### src/rtl/irq_arb_pkg.sv
package irq_arb_pkg;
  localparam int NUM_LEVELS = 16;
  localparam int LVL_W      = $clog2(NUM_LEVELS);
  localparam int REQ_W      = NUM_LEVELS - 1;
  localparam int TT_W       = 8;
  localparam logic [TT_W-1:0] TT_BASE = 8'h10;

  typedef logic [LVL_W-1:0] level_t;
  typedef logic [REQ_W-1:0] req_t;

  localparam level_t NMI_LEVEL = level_t'(NUM_LEVELS - 1);

  // Highest pending level; bit k of the vector is level k+1.
  function automatic level_t top_level(req_t v);
    level_t r;
    r = '0;
    for (int k = 0; k < REQ_W; k++)
      if (v[k]) r = level_t'(k + 1);
    return r;
  endfunction

  // Acceptance rule: strict compare against mask, top level unmaskable.
  function automatic logic passes_mask(level_t lvl, level_t mask, logic en);
    return en && (lvl != '0) && ((lvl > mask) || (lvl == NMI_LEVEL));
  endfunction

  function automatic logic [TT_W-1:0] trap_type_of(level_t lvl);
    return TT_BASE + TT_W'(lvl);
  endfunction

  // One-hot request bit of a level; empty for level 0.
  function automatic req_t level_bit(level_t lvl);
    req_t r;
    r = '0;
    if (lvl != '0) r = req_t'(1) << (lvl - level_t'(1));
    return r;
  endfunction
endpackage

### src/rtl/irq_sync.sv
module irq_sync #(
  parameter int WIDTH  = 15,
  parameter int STAGES = 2
) (
  input  logic             clk,
  input  logic             rst_n,
  input  logic [WIDTH-1:0] din,
  input  logic [WIDTH-1:0] drop,
  output logic [WIDTH-1:0] dout
);
  logic [WIDTH-1:0] stg [STAGES];

  for (genvar s = 0; s < STAGES; s++) begin : g_stage
    if (s == 0) begin : g_first
      always_ff @(posedge clk) begin
        if (!rst_n) stg[s] <= '0;
        else        stg[s] <= din & ~drop;
      end
    end else begin : g_rest
      always_ff @(posedge clk) begin
        if (!rst_n) stg[s] <= '0;
        else        stg[s] <= stg[s-1] & ~drop;
      end
    end
  end

  assign dout = stg[STAGES-1];

  // A dropped bit must not survive into the synchronized output.
  assert_drop_clears_R9: assert property (@(posedge clk) disable iff (!rst_n)
    (drop != '0) |=> ((dout & $past(drop)) == '0));
endmodule

### src/rtl/irq_select.sv
module irq_select
  import irq_arb_pkg::*;
(
  input  req_t   req,
  input  level_t mask,
  input  logic   en,
  output level_t win,
  output logic   hit
);
  always_comb begin
    win = top_level(req);
    hit = passes_mask(win, mask, en);
  end
endmodule

### src/rtl/irq_hold.sv
module irq_hold
  import irq_arb_pkg::*;
(
  input  logic   clk,
  input  logic   rst_n,
  input  logic   hit,
  input  level_t win,
  input  logic   ack,
  output logic   take,
  output level_t lvl,
  output logic   consumed
);
  always_ff @(posedge clk) begin
    if (!rst_n) begin
      take <= 1'b0;
      lvl  <= '0;
    end else if (take) begin
      if (ack) begin
        take <= 1'b0;
        lvl  <= '0;
      end
    end else if (hit) begin
      take <= 1'b1;
      lvl  <= win;
    end
  end

  assign consumed = take && ack;

  assert_hold_stable_R8: assert property (@(posedge clk) disable iff (!rst_n)
    (take && !ack) |=> (take && $stable(lvl)));

  assert_ack_release_R9: assert property (@(posedge clk) disable iff (!rst_n)
    (take && ack) |=> !take);

  assert_rise_needs_hit_R5: assert property (@(posedge clk) disable iff (!rst_n)
    $rose(take) |-> ($past(hit) && (lvl == $past(win))));
endmodule

### src/rtl/irq_level_arbiter.sv
module irq_level_arbiter
  import irq_arb_pkg::*;
#(
  parameter int SYNC_STAGES = 2
) (
  input  logic                 clk,
  input  logic                 rst_n,
  input  logic [REQ_W-1:0]     irq_req,
  input  logic [LVL_W-1:0]     mask_level,
  input  logic                 trap_en,
  input  logic                 trap_ack,
  output logic                 take_trap,
  output logic [LVL_W-1:0]     trap_level,
  output logic [TT_W-1:0]      trap_type
);
  req_t   req_synced;
  req_t   drop_bits;
  level_t sel_win;
  logic   sel_hit;
  logic   ack_taken;

  irq_sync #(.WIDTH(REQ_W), .STAGES(SYNC_STAGES)) u_sync (
    .clk  (clk),
    .rst_n(rst_n),
    .din  (irq_req),
    .drop (drop_bits),
    .dout (req_synced)
  );

  irq_select u_select (
    .req (req_synced),
    .mask(mask_level),
    .en  (trap_en),
    .win (sel_win),
    .hit (sel_hit)
  );

  irq_hold u_hold (
    .clk     (clk),
    .rst_n   (rst_n),
    .hit     (sel_hit),
    .win     (sel_win),
    .ack     (trap_ack),
    .take    (take_trap),
    .lvl     (trap_level),
    .consumed(ack_taken)
  );

  assign drop_bits = ack_taken ? level_bit(trap_level) : '0;
  assign trap_type = trap_type_of(trap_level);

  assert_enable_gate_R5: assert property (@(posedge clk) disable iff (!rst_n)
    $rose(take_trap) |-> $past(trap_en));

  assert_strict_mask_R3: assert property (@(posedge clk) disable iff (!rst_n)
    $rose(take_trap) |-> ((trap_level > $past(mask_level)) || (trap_level == NMI_LEVEL)));

  assert_top_unmaskable_R4: assert property (@(posedge clk) disable iff (!rst_n)
    (sel_win == NMI_LEVEL && trap_en && !take_trap) |=> take_trap);

  assert_nonzero_level_R2: assert property (@(posedge clk) disable iff (!rst_n)
    take_trap |-> (trap_level != '0));
endmodule

### config.mk
export PLATFORM = sky130hd
export DESIGN_NAME = irq_level_arbiter
export DESIGN_NICKNAME = d
export VERILOG_FILES = /design/src/rtl/irq_arb_pkg.sv /design/src/rtl/irq_sync.sv /design/src/rtl/irq_select.sv /design/src/rtl/irq_hold.sv /design/src/rtl/irq_level_arbiter.sv
export SDC_FILE = /design/constraint.sdc
export NUM_CORES = 1
export LEC_CHECK = 0
export ABC_AREA = 1
export BUFFER_PORTS_ARGS = -buffer_cell sky130_fd_sc_hd__clkbuf_2
export CORE_UTILIZATION = 45
export DETAILED_ROUTE_END_ITERATION = 12
export GPL_ROUTABILITY_DRIVEN = 0
export PLACE_DENSITY = 0.69
export SYNTH_ARGS = -nofsm -noshare
export SYNTH_HDL_FRONTEND = slang
export SYNTH_SLANG_ARGS = --single-unit
### constraint.sdc
create_clock -name clk -period 3.3 [get_ports clk]
set_clock_uncertainty 0.15 [all_clocks]
set_input_delay 0 -clock clk [delete_from_list [all_inputs] [get_ports clk]]
set_output_delay 0 -clock clk [all_outputs]
set_load 0.02 [all_outputs]
==> tab_implementation.tex <==
\begin{tabular}{lr}
\hline
Metric & Value \\
\hline
\multicolumn{2}{l}{\textbf{Run status}} \\
Status & finished clean \\
\multicolumn{2}{l}{\textbf{Synthesis}} \\
Syn Area/Cell & 7.15 um2 \\
Fraction of the yosys area taken by sequential cells & 44.9\% \\
Most frequent cell after synthesis & nand2\_1 \\
Most common library cells after synthesis & 54 x nand2\_1, 48 x nor2\_1, 35 x dfxtp\_1 \\
Synth area leader & dfxtp\_1 \\
EDFF count, synth & 0 \\
Post-synth top flop & dfxtp\_1 \\
Share of the synthesized area in the top cell type & 44.9\% \\
Xor and xnor area share after synthesis & 0\% \\
Number of synthesized register bits & 35 \\
Instance count of the mapped netlist & 218 \\
Async SR Flop Fraction & 0\% \\
Combinational family with the most area after synthesis & simple AND/OR/NAND/NOR gates \\
Fraction of the mapped netlist area in simple logic gates & 35.2\% \\
Synth area leaders & dfxtp\_1 45\%, nand2\_1 13\%, nor2\_1 12\%, inv\_1 6.5\%, nand3\_1 5.5\% \\
Synthesized cell area & 1560 um2 \\
Adder and majority gate portion of the synthesized area & 3.21\% \\
Compound-cell area share of the yosys netlist & 5.14\% \\
Proportion of synthesized area in mux cells & 0\% \\
Netlist cell types & 21 \\
Yosys warning count & 0 \\
\multicolumn{2}{l}{\textbf{Die}} \\
Vertical die dimension & 60.9 um \\
Overall die area & 3700 um2 \\
Initial core utilization & 46.7\% \\
Number of primary I/O pins & 36 \\
Core area & 3340 um2 \\
Die extent in x & 60.9 um \\
Site row count & 21 \\
\multicolumn{2}{l}{\textbf{Cells and area}} \\
Share of post-route cells with drive strength above 1 & 17.9\% \\
Multi-input logic area & 697 um2 \\
Number of nets in the final layout & 294 \\
Count of filler cells inserted in the layout & 306 \\
Ant. Diodes & 0 \\
FF/Latch Area & 701 um2 \\
Area growth from synthesis to layout & 26.9\% \\
Count of placed standard cells in the final layout, fillers left out & 314 \\
\multicolumn{2}{l}{\textbf{CTS}} \\
Clock insertion delay at the later pin of the skew report & 0.33 ns \\
Sinks on Clock Net & 35 \\
TritonCTS clock tree & done \\
Clock-pin slew on the worst setup and hold paths & 0.10 ns \\
Number of buffers inserted during clock tree synthesis & 5 \\
CTS Root Buffer Type & clkbuf\_4 \\
Maximum buffer depth of the clock tree & 2 \\
H-tree levels & 2 \\
\multicolumn{2}{l}{\textbf{Routing}} \\
Vias per Instance & 4.46 \\
Number of DRC markers in iteration 0 & 77 \\
DRC violation count after routing & 0 \\
Drt first pass iters & 4 \\
Avg WL per Cell & 9.75 um \\
Routed via count & 1399 \\
Antenna Violating Nets Remaining & 0 \\
Aggregate routed wire length & 3060 um \\
\multicolumn{2}{l}{\textbf{Setup path}} \\
Worst Path Required & 3.44 ns \\
Arrival @ worst endpoint & 3.15 ns \\
Kind of start point of the critical path & flip-flop \\
Critical path fanouts, max & 5 \\
Classification of the worst setup path & reg2reg \\
Type of element capturing the critical path & flip-flop \\
\multicolumn{2}{l}{\textbf{Job}} \\
Max-capacitance violation count & 0 \\
\multicolumn{2}{l}{\textbf{Power}} \\
Power Dens Cells & 456 nW/um2 \\
Largest voltage drop on the vdd net & 0.310 mV \\
Leak Pwr & 0.000944 uW \\
Overall power & 902 uW \\
\multicolumn{2}{l}{\textbf{GRT}} \\
GR Util All Layers & 19.5\% \\
First-pass GRT wire length & 5200 um \\
Maximum number of pins on one net before global-route repair & 32 \\
Number of global-route vias before repair & 1269 \\
Overflow after GRT & 0 \\
Initial antenna violation count & 0 \\
\multicolumn{2}{l}{\textbf{Timing}} \\
Shortest period the worst path allows & 3.02 ns \\
Final hold violation count & 0 \\
Accumulated negative setup slack & 0 ns \\
Slew at the pin closest to its max-slew limit & 0.582 ns \\
Worst relative slew slack & 61.2\% \\
Number of max-slew violations in the final report & 0 \\
Portion of the clock cycle consumed by the worst path in the final layout & 91.5\% \\
Worst-case setup margin in the final layout & 0.281 ns \\
Final count of negative-setup-slack endpoints & 0 \\
Setup repair after global routing missed its margin & false \\
Highest achievable clock rate & 331 MHz \\
\multicolumn{2}{l}{\textbf{Placement}} \\
Port buffer count & 31 \\
Placed wire-length estimate after detailed placement & 2110 um \\
Count of placed standard cells including taps & 286 \\
Post-Place Setup Slack & 0.800 ns \\
\multicolumn{2}{l}{\textbf{Min path}} \\
Min-Delay Path Class & in2reg \\
\hline
\end{tabular}
==> registers in the layout (all words and copies together) (netlist names) <==
register and cells:
u_hold.take 1, u_sync.stg 30, u_hold.lvl 4
==> metal layers <==
layer | global-route usage [%] | vias up | routed length (um)
met4 | 7.79 | 0 | 49
met3 | 5.76 | 6 | 129
li1 | - | 757 | -
met2 | 31.9 | 29 | 1440
met5 | 0 | - | 0
met1 | 24.1 | 607 | 1440
==> cells in the final DEF, fill, tap and decap left out, types with 2 or more instances in the layout <==
master and count:
nor2_2 2, clkbuf_2 31, nand2_1 54, conb_1 4, clkbuf_8 2, ha_1 4, nand3_2 2, nor2_1 48
clkbuf_4 5, dfxtp_1 35, dlygate4sd3_1 19, nand3_1 17, inv_1 27, a21oi_1 7
==> power breakdown <==
part | switching (uW) | total [uW] | leakage (uW) | internal (uW)
sequential | 20.8 | 467 | 0.000289 | 446
combinational | 98.2 | 176 | 0.000616 | 77.3
clock | 134 | 259 | 0.0000386 | 125
==> worst max-delay path: stages, from the launching register on <==
cell and delay, ns:
dfxtp_1 0.32, inv_1 0.05, nand2_1 0.05, nand2_1 0.05, nand2_1 0.04, nand2_1 0.05
nand2_1 0.04, nand2_1 0.05, nand2_1 0.05, nand2_1 0.05, nand2_1 0.04, nand2_1 0.05
nand2_1 0.05, nand2_1 0.05, nand2_1 0.07, nand2_1 0.08, inv_1 0.05, ha_1 0.16
nor2_1 0.10, o21ai_0 0.08, a32o_1 0.24, a211oi_4 0.32, nand2_4 0.11, a21oi_2 0.13
dlygate4sd3_1 0.55
==> worst paths after layout <==
| check | start | end | slack [ns] | cells after the start |
|---|---|---|---|---|
| max | u_sync.stg[1][1] | u_hold.take | 0.28 | 24 |
| min | rst_n | u_sync.stg[1][7] | 0.11 | 3 |
| max reg2reg | u_sync.stg[1][1] | u_hold.take | 0.28 | 24 |
| min reg2reg | u_sync.stg[0][7] | u_sync.stg[1][7] | 0.27 | 2 |
==> cell type report <==
class                           count  area share (%)
Timing Repair Buffer               51            17.8
Inverter                           27            5.12
Sequential cell                    35            35.4
Clock buffer                        8            3.48
Tap cell                           46            2.91
Multi-Input combinational cell    147            35.2
==> per-stage QoR <==
step                      hold WS [ns]  util (%)  cell area [um2]
after floorplan                -0.0308         -             1570
after global placement          0.0573      51.2             1710
after detailed placement        0.0591      51.2             1710
after CTS                        0.101      58.9             1970
after global routing             0.154      59.3             1980
final                            0.108      59.3             1980
==> what timing repair did <==
action,CTS,global route
hold buffers,19,0
resized for setup,0,1
endpoints found under the setup margin,0,1
endpoints found under the hold margin,21,0
setup buffers,0,1
==> cell families after synthesis <==
logic type / after synthesis
other cells: 2
compound gates: 12
flops: 35
buf+inv: 38
fa+ha+maj: 4
simple gates: 127
No activity file was read; power rests on OpenSTA's default activity.
